===== config.mk =====
export PLATFORM = sky130hd
export DESIGN_NAME = i2c_cfg_slave
export DESIGN_NICKNAME = d
export VERILOG_FILES = /design/src/rtl/i2c_cfg_pkg.sv /design/src/rtl/i2c_cfg_dp.sv /design/src/rtl/i2c_cfg_ctrl.sv /design/src/rtl/i2c_cfg_slave.sv
export SDC_FILE = /design/constraint.sdc
export NUM_CORES = 1
export LEC_CHECK = 0
export ABC_AREA = 1
export BUFFER_PORTS_ARGS = -buffer_cell sky130_fd_sc_hd__buf_2
export CORE_MARGIN = 2
export CORE_UTILIZATION = 30
export CTS_CLUSTER_DIAMETER = 60
export CTS_CLUSTER_SIZE = 12
export DETAILED_ROUTE_END_ITERATION = 6
export HOLD_SLACK_MARGIN = 0.02
export SETUP_SLACK_MARGIN = 0.2
export SYNTH_ARGS = -nofsm -noshare
export SYNTH_HDL_FRONTEND = slang
export SYNTH_SLANG_ARGS = --single-unit
export TNS_END_PERCENT = 20

===== constraint.sdc =====
create_clock -name clk -period 2.3 [get_ports clk]
set_input_delay 0.23 -clock clk [delete_from_list [all_inputs] [get_ports clk]]
set_output_delay 0.23 -clock clk [all_outputs]
set_load 0.005 [all_outputs]

===== src/rtl/i2c_cfg_pkg.sv =====
package i2c_cfg_pkg;

  typedef enum logic [2:0] {
    ST_IDLE,
    ST_ADDR,
    ST_SACK,
    ST_RX,
    ST_TX,
    ST_MACK
  } busState_e;

  // control -> datapath strobes
  typedef struct packed {
    logic sampleBit;
    logic loadTx;
    logic shiftTx;
    logic commitByte;
  } dpStrobe_t;

  // datapath -> control bus events (synchronized domain)
  typedef struct packed {
    logic sclRise;
    logic sclFall;
    logic startSeen;
    logic stopSeen;
    logic sdaNow;
  } busEvent_t;

endpackage


===== src/rtl/i2c_cfg_dp.sv =====
module i2c_cfg_dp
  import i2c_cfg_pkg::*;
#(
  parameter int NUM_BYTES = 6,
  parameter int SYNC_STAGES = 2,
  parameter int IDX_W = $clog2(NUM_BYTES + 3),
  parameter logic [NUM_BYTES*8-1:0] RESET_VALUE = {{(NUM_BYTES-1){8'hFF}}, 8'h00}
) (
  input  logic                   clk,
  input  logic                   rstN,
  input  logic                   sclIn,
  input  logic                   sdaIn,
  input  dpStrobe_t              strobe,
  input  logic [IDX_W-1:0]       frameIdx,
  output busEvent_t              ev,
  output logic [7:0]             rxByte,
  output logic                   txBit,
  output logic [NUM_BYTES*8-1:0] cfgBytes
);

  // write slots 0 and 1 carry the ignored command and count bytes
  localparam int DATA_BASE = 2;

  logic [SYNC_STAGES-1:0] sclPipe;
  logic [SYNC_STAGES-1:0] sdaPipe;
  logic sclPrev;
  logic sdaPrev;
  logic sclNow;
  logic sdaNow;
  logic [7:0] txShift;
  logic [7:0] txSource;

  // input synchronizers, idle bus reads high
  always_ff @(posedge clk or negedge rstN) begin
    if (!rstN) begin
      sclPipe <= '1;
      sdaPipe <= '1;
      sclPrev <= 1'b1;
      sdaPrev <= 1'b1;
    end else begin
      sclPipe <= {sclPipe[SYNC_STAGES-2:0], sclIn};
      sdaPipe <= {sdaPipe[SYNC_STAGES-2:0], sdaIn};
      sclPrev <= sclNow;
      sdaPrev <= sdaNow;
    end
  end

  assign sclNow = sclPipe[SYNC_STAGES-1];
  assign sdaNow = sdaPipe[SYNC_STAGES-1];

  always_comb begin
    ev.sclRise   = sclNow & ~sclPrev;
    ev.sclFall   = ~sclNow & sclPrev;
    ev.startSeen = sclNow & sclPrev & sdaPrev & ~sdaNow;
    ev.stopSeen  = sclNow & sclPrev & ~sdaPrev & sdaNow;
    ev.sdaNow    = sdaNow;
  end

  // receive shifter
  always_ff @(posedge clk or negedge rstN) begin
    if (!rstN) begin
      rxByte <= '0;
    end else if (strobe.sampleBit) begin
      rxByte <= {rxByte[6:0], sdaNow};
    end
  end

  // read source: slot 0 is the count, then the bank, then all ones
  always_comb begin
    txSource = 8'hFF;
    if (frameIdx == '0) txSource = 8'(NUM_BYTES);
    for (int i = 0; i < NUM_BYTES; i++) begin
      if (frameIdx == IDX_W'(i + 1)) txSource = cfgBytes[i*8 +: 8];
    end
  end

  always_ff @(posedge clk or negedge rstN) begin
    if (!rstN) begin
      txShift <= 8'hFF;
    end else if (strobe.loadTx) begin
      txShift <= txSource;
    end else if (strobe.shiftTx) begin
      txShift <= {txShift[6:0], 1'b1};
    end
  end

  assign txBit = txShift[7];

  // register bank, written only by a committed byte in a data slot
  always_ff @(posedge clk or negedge rstN) begin
    if (!rstN) begin
      cfgBytes <= RESET_VALUE;
    end else if (strobe.commitByte) begin
      for (int i = 0; i < NUM_BYTES; i++) begin
        if (frameIdx == IDX_W'(i + DATA_BASE)) cfgBytes[i*8 +: 8] <= rxByte;
      end
    end
  end

endmodule


===== src/rtl/i2c_cfg_ctrl.sv =====
module i2c_cfg_ctrl
  import i2c_cfg_pkg::*;
#(
  parameter int NUM_BYTES = 6,
  parameter int IDX_W = $clog2(NUM_BYTES + 3),
  parameter logic [7:0] WR_ADDR = 8'hD2,
  parameter logic [7:0] RD_ADDR = 8'hD3
) (
  input  logic             clk,
  input  logic             rstN,
  input  busEvent_t        ev,
  input  logic [7:0]       rxByte,
  input  logic             txBit,
  output dpStrobe_t        strobe,
  output logic [IDX_W-1:0] frameIdx,
  output logic             sdaOe
);

  localparam int BITS_PER_BYTE = 8;
  localparam int CNT_W = $clog2(BITS_PER_BYTE + 1);
  localparam int LAST_SLOT = NUM_BYTES + 2;

  busState_e state, nState;
  logic [CNT_W-1:0] bitCnt, nBit;
  logic [IDX_W-1:0] nIdx, idxNext;
  logic isRead, nRead;
  logic hostNack, nNack;
  logic byteFull;

  assign byteFull = (bitCnt == CNT_W'(BITS_PER_BYTE));
  assign idxNext  = (frameIdx == IDX_W'(LAST_SLOT)) ? frameIdx : frameIdx + 1'b1;

  always_comb begin
    nState = state;
    nBit   = bitCnt;
    nIdx   = frameIdx;
    nRead  = isRead;
    nNack  = hostNack;
    strobe = '0;
    if (ev.startSeen) begin
      nState = ST_ADDR;
      nBit   = '0;
      nIdx   = '0;
    end else if (ev.stopSeen) begin
      nState = ST_IDLE;
      nBit   = '0;
    end else begin
      case (state)
        ST_ADDR, ST_RX: begin
          if (ev.sclRise && !byteFull) begin
            strobe.sampleBit = 1'b1;
            nBit = bitCnt + 1'b1;
          end else if (ev.sclFall && byteFull) begin
            nBit = '0;
            if (state == ST_ADDR) begin
              if (rxByte == WR_ADDR) begin
                nState = ST_SACK;
                nRead  = 1'b0;
              end else if (rxByte == RD_ADDR) begin
                nState = ST_SACK;
                nRead  = 1'b1;
              end else begin
                nState = ST_IDLE;
              end
            end else begin
              strobe.commitByte = 1'b1;
              nIdx   = idxNext;
              nState = ST_SACK;
            end
          end
        end
        ST_SACK: begin
          if (ev.sclFall) begin
            if (isRead) begin
              strobe.loadTx = 1'b1;
              nIdx   = idxNext;
              nState = ST_TX;
            end else begin
              nState = ST_RX;
            end
          end
        end
        ST_TX: begin
          if (ev.sclRise) begin
            nBit = bitCnt + 1'b1;
          end else if (ev.sclFall) begin
            if (byteFull) begin
              nBit   = '0;
              nState = ST_MACK;
            end else begin
              strobe.shiftTx = 1'b1;
            end
          end
        end
        ST_MACK: begin
          if (ev.sclRise) begin
            nNack = ev.sdaNow;
          end else if (ev.sclFall) begin
            if (hostNack) begin
              nState = ST_IDLE;
            end else begin
              strobe.loadTx = 1'b1;
              nIdx   = idxNext;
              nState = ST_TX;
            end
          end
        end
        default: ;
      endcase
    end
  end

  always_ff @(posedge clk or negedge rstN) begin
    if (!rstN) begin
      state    <= ST_IDLE;
      bitCnt   <= '0;
      frameIdx <= '0;
      isRead   <= 1'b0;
      hostNack <= 1'b0;
    end else begin
      state    <= nState;
      bitCnt   <= nBit;
      frameIdx <= nIdx;
      isRead   <= nRead;
      hostNack <= nNack;
    end
  end

  assign sdaOe = (state == ST_SACK) | ((state == ST_TX) & ~txBit);

endmodule


===== src/rtl/i2c_cfg_slave.sv =====
module i2c_cfg_slave
  import i2c_cfg_pkg::*;
#(
  parameter int NUM_BYTES = 6,
  parameter logic [7:0] WR_ADDR = 8'hD2,
  parameter logic [7:0] RD_ADDR = 8'hD3,
  parameter logic [NUM_BYTES*8-1:0] RESET_VALUE = {{(NUM_BYTES-1){8'hFF}}, 8'h00}
) (
  input  logic                   clk,
  input  logic                   rstN,
  input  logic                   sclIn,
  input  logic                   sdaIn,
  output logic                   sdaOe,
  output logic [NUM_BYTES*8-1:0] cfgBytes
);

  localparam int IDX_W = $clog2(NUM_BYTES + 3);

  busEvent_t        ev;
  dpStrobe_t        strobe;
  logic [IDX_W-1:0] frameIdx;
  logic [7:0]       rxByte;
  logic             txBit;

  i2c_cfg_dp #(
    .NUM_BYTES(NUM_BYTES),
    .SYNC_STAGES(2),
    .IDX_W(IDX_W),
    .RESET_VALUE(RESET_VALUE)
  ) u_dp (
    .clk(clk),
    .rstN(rstN),
    .sclIn(sclIn),
    .sdaIn(sdaIn),
    .strobe(strobe),
    .frameIdx(frameIdx),
    .ev(ev),
    .rxByte(rxByte),
    .txBit(txBit),
    .cfgBytes(cfgBytes)
  );

  i2c_cfg_ctrl #(
    .NUM_BYTES(NUM_BYTES),
    .IDX_W(IDX_W),
    .WR_ADDR(WR_ADDR),
    .RD_ADDR(RD_ADDR)
  ) u_ctrl (
    .clk(clk),
    .rstN(rstN),
    .ev(ev),
    .rxByte(rxByte),
    .txBit(txBit),
    .strobe(strobe),
    .frameIdx(frameIdx),
    .sdaOe(sdaOe)
  );

endmodule


==> results.cfg <==
[floorplanning]
die-area_um2 = 15600
core_um2 = 14400
initial_core_util_pct = 30.4
placementRows = 44
die_x_um = 125
die_h_um = 125
boundaryPins = 53

[timing]
period_share_pct = 84.9
slew_violations = 0
finalSetupViolCount = 0
worst_slew_pin_slew_ns = 0.475
fin_ws_ns = 0.346
tns_ns = 0
min_period_ns = 1.95
fmax_ghz = 0.512
clock_skew_ns = 0.00647
relSlewSlack_pct = 68.0
hold_violations = 0
rsz0062_at_grt = true

[place]
dp_hpwl_mm = 8.50
portBuffers = 52
gp_congestion = 0.845
place_ws_ns = 0.328

[setup_path]
worst_setup_path_start_kind = flop
worstPathCellList = inv_2, nand2_1, nor2_2, inv_1, o21ai_0, buf_2
crit_path_max_fanout = 6
path_buf_inv = 3
cp_data_arrival_time_ns = 1.72
crit_family = flip-flops
endpoint_kind = output port
slowest_delay_ns = 0.40
path_class = flop to output port
cp.required_ns = 2.07
slowest_stage = dfrtp_1

[routing]
dr.first_iter.drc_count = 376
routed_wl_mm = 11.5
ant_nets = 0
viasPerCell = 4.74
route.detailed.wl_per_inst_um = 14.5
vias = 3739
drcViolationCount = 0
dr.pass1.iters = 4

[clock_network]
clk_pin_slew_ns = 0.06
htree_levels = 3
clockBufferDepth = 2
cts_root_buf = clkbuf_16
insertion_delay_ns = 0.35
cts_buffers = 9
cts_tree = yes
clock-sinks = 83
post_cts_buffers = 0

[yosys]
synth_warnings = 0
yosys-top-cells-area = dfstp_2 32%, dfrtp_1 17%, nand2_1 13%
synth.top_cell.area_share_pct = 32.3
synthesis.nets = 551
yosys.area.top_type = dfstp_2
ys_async_sr_fraction_pct = 100
synth_common_cells = 148 x nand2_1, 71 x inv_1, 54 x dfstp_2, 54 x o21ai_0, 39 x nor2_1
yosysMostFrequentCell = nand2_1
syn_inst = 541
netlist_area_um2 = 4390
ys_types = 32
yosys_most_used_dff = dfstp_2
ys_seq_elements = 83
avgSynthCellArea_um2 = 8.11
synth_edf_count = 0
synth_seq_area_share_pct = 48.9

[grt]
grt_pass1_wl_mm = 18.9
overflow = 0
grt_pass1_vias = 3604
grt_max_degree = 50
antenna_found_initial = 0
grtUsageTotal_pct = 15.4

[power_and_ir_drop]
powerDensity_nw_per_um2 = 946
p_leak_nw = 2.49
ir_drop_uv = 365

[worst_hold_path]
hold_class = flop to flop

[final_layout]
drive_gt1_share_pct = 26.0
layout.nets = 610
diodes = 0
synthToLayoutAreaGrowth_pct = 18.1

[run]
max-cap-violations = 0

[outcome]
outcome = complete, no violations
state kept, by name, summed over array words and instances (netlist names):
name / flops
u_ctrl.hostNack: 1
u_dp.cfgBytes: 48
u_dp.sclPrev: 1
u_dp.sdaPipe: 2
u_ctrl.bitCnt: 4
u_ctrl.isRead: 1
u_dp.sdaPrev: 1
u_ctrl.frameIdx: 4
u_dp.sclPipe: 2
u_dp.rxByte: 8
u_dp.txShift: 8
u_ctrl.state: 3
cell type report:
class / count / area, um^2
Fill cell: 1502 / 9250
Sequential cell: 83 / 2140
Tap cell: 184 / 230
Clock buffer: 10 / 239
Clock inverter: 6 / 48.8
Multi-Input combinational cell: 366 / 1870
Inverter: 80 / 305
Timing Repair Buffer: 60 / 343
metal layers:
metal | part of all wire, % | track usage [%] | up-vias
li1 | - | - | 1858
met1 | 45 | 19.9 | 1767
met2 | 48 | 24.2 | 100
met3 | 4.7 | 4.21 | 14
met4 | 2.2 | 6.47 | 0
met5 | 0 | 0 | -
metrics by stage:
step | total power [W] | instance area (um^2) | std cells | utilization, % | hold slack (ns)
floorplan | 0.00290 | 4390 | 541 | - | -0.0656
global placement | 0.00349 | 4860 | 770 | 33.7 | 0.218
detailed placement | 0.00351 | 4860 | 770 | 33.7 | 0.221
CTS | 0.00495 | 5170 | 789 | 35.9 | 0.356
global route | 0.00526 | 5180 | 789 | 35.9 | 0.362
finish | 0.00490 | 5180 | 789 | 35.9 | 0.356
where the power goes:
part | total (W) | leakage, nW | internal, W | switching (W)
Combinational | 0.00174 | 1.40 | 0.000504 | 0.00124
Clock | 0.00140 | 0.137 | 0.000772 | 0.000627
Sequential | 0.00176 | 0.950 | 0.00158 | 0.000178
Total | 0.00490 | 2.49 | 0.00286 | 0.00204
cell families (layout without fill, tap and decap cells):
family | after synthesis | after routing | share of synthesized area, %
flops | 83 | 83 | 48.9
fa+ha+maj | 6 | 6 | 1.71
buf+inv | 92 | 156 | 8.64
compound gates | 107 | 107 | 13.2
simple gates | 249 | 249 | 26.8
xor+xnor | 4 | 4 | 0.799
final timing paths:
path,from,endpoint,slack (ns),cells past startpoint
min,u_dp.sdaPipe[0],u_dp.sdaPipe[1],0.36,0
max reg2reg,u_ctrl.bitCnt[0],u_dp.cfgBytes[3],0.37,10
min in group asynchronous,rstN,u_ctrl.state[2],0.37,2
max,u_ctrl.state[1],sdaOe,0.35,6
max in group asynchronous,rstN,u_dp.cfgBytes[24],1.26,3
min reg2reg,u_dp.sdaPipe[0],u_dp.sdaPipe[1],0.36,0
placed cells by master (no fill, tap or decap), drive strengths merged:
master / netlist / layout
nand2: 151 / 151
a21oi: 20 / 20
nor3: 1 / 1
dlygate4sd3: 0 / 3
ha: 6 / 6
nand4: 13 / 13
xor2: 3 / 3
a31oi: 1 / 1
a211oi: 1 / 1
nand3: 28 / 28
clkinvlp: 0 / 2
xnor2: 1 / 1
nor4: 1 / 1
dfstp: 54 / 54
nand3b: 4 / 4
a211o: 1 / 1
nor2: 51 / 51
clkbuf: 3 / 10
o21ai: 71 / 71
o21a: 13 / 13
buf: 9 / 57
clkinv: 0 / 2
inv: 80 / 82
dfrtp: 29 / 29
what timing repair did:
| item | 4_1_cts | 5_1_grt |
|---|---|---|
| resized for setup | 0 | 2 |
| setup endpoints to repair | 0 | 22 |
| hold endpoints to repair | 17 | 0 |
| hold buffers | 3 | 0 |
No activity file was read; power rests on OpenSTA's default activity.
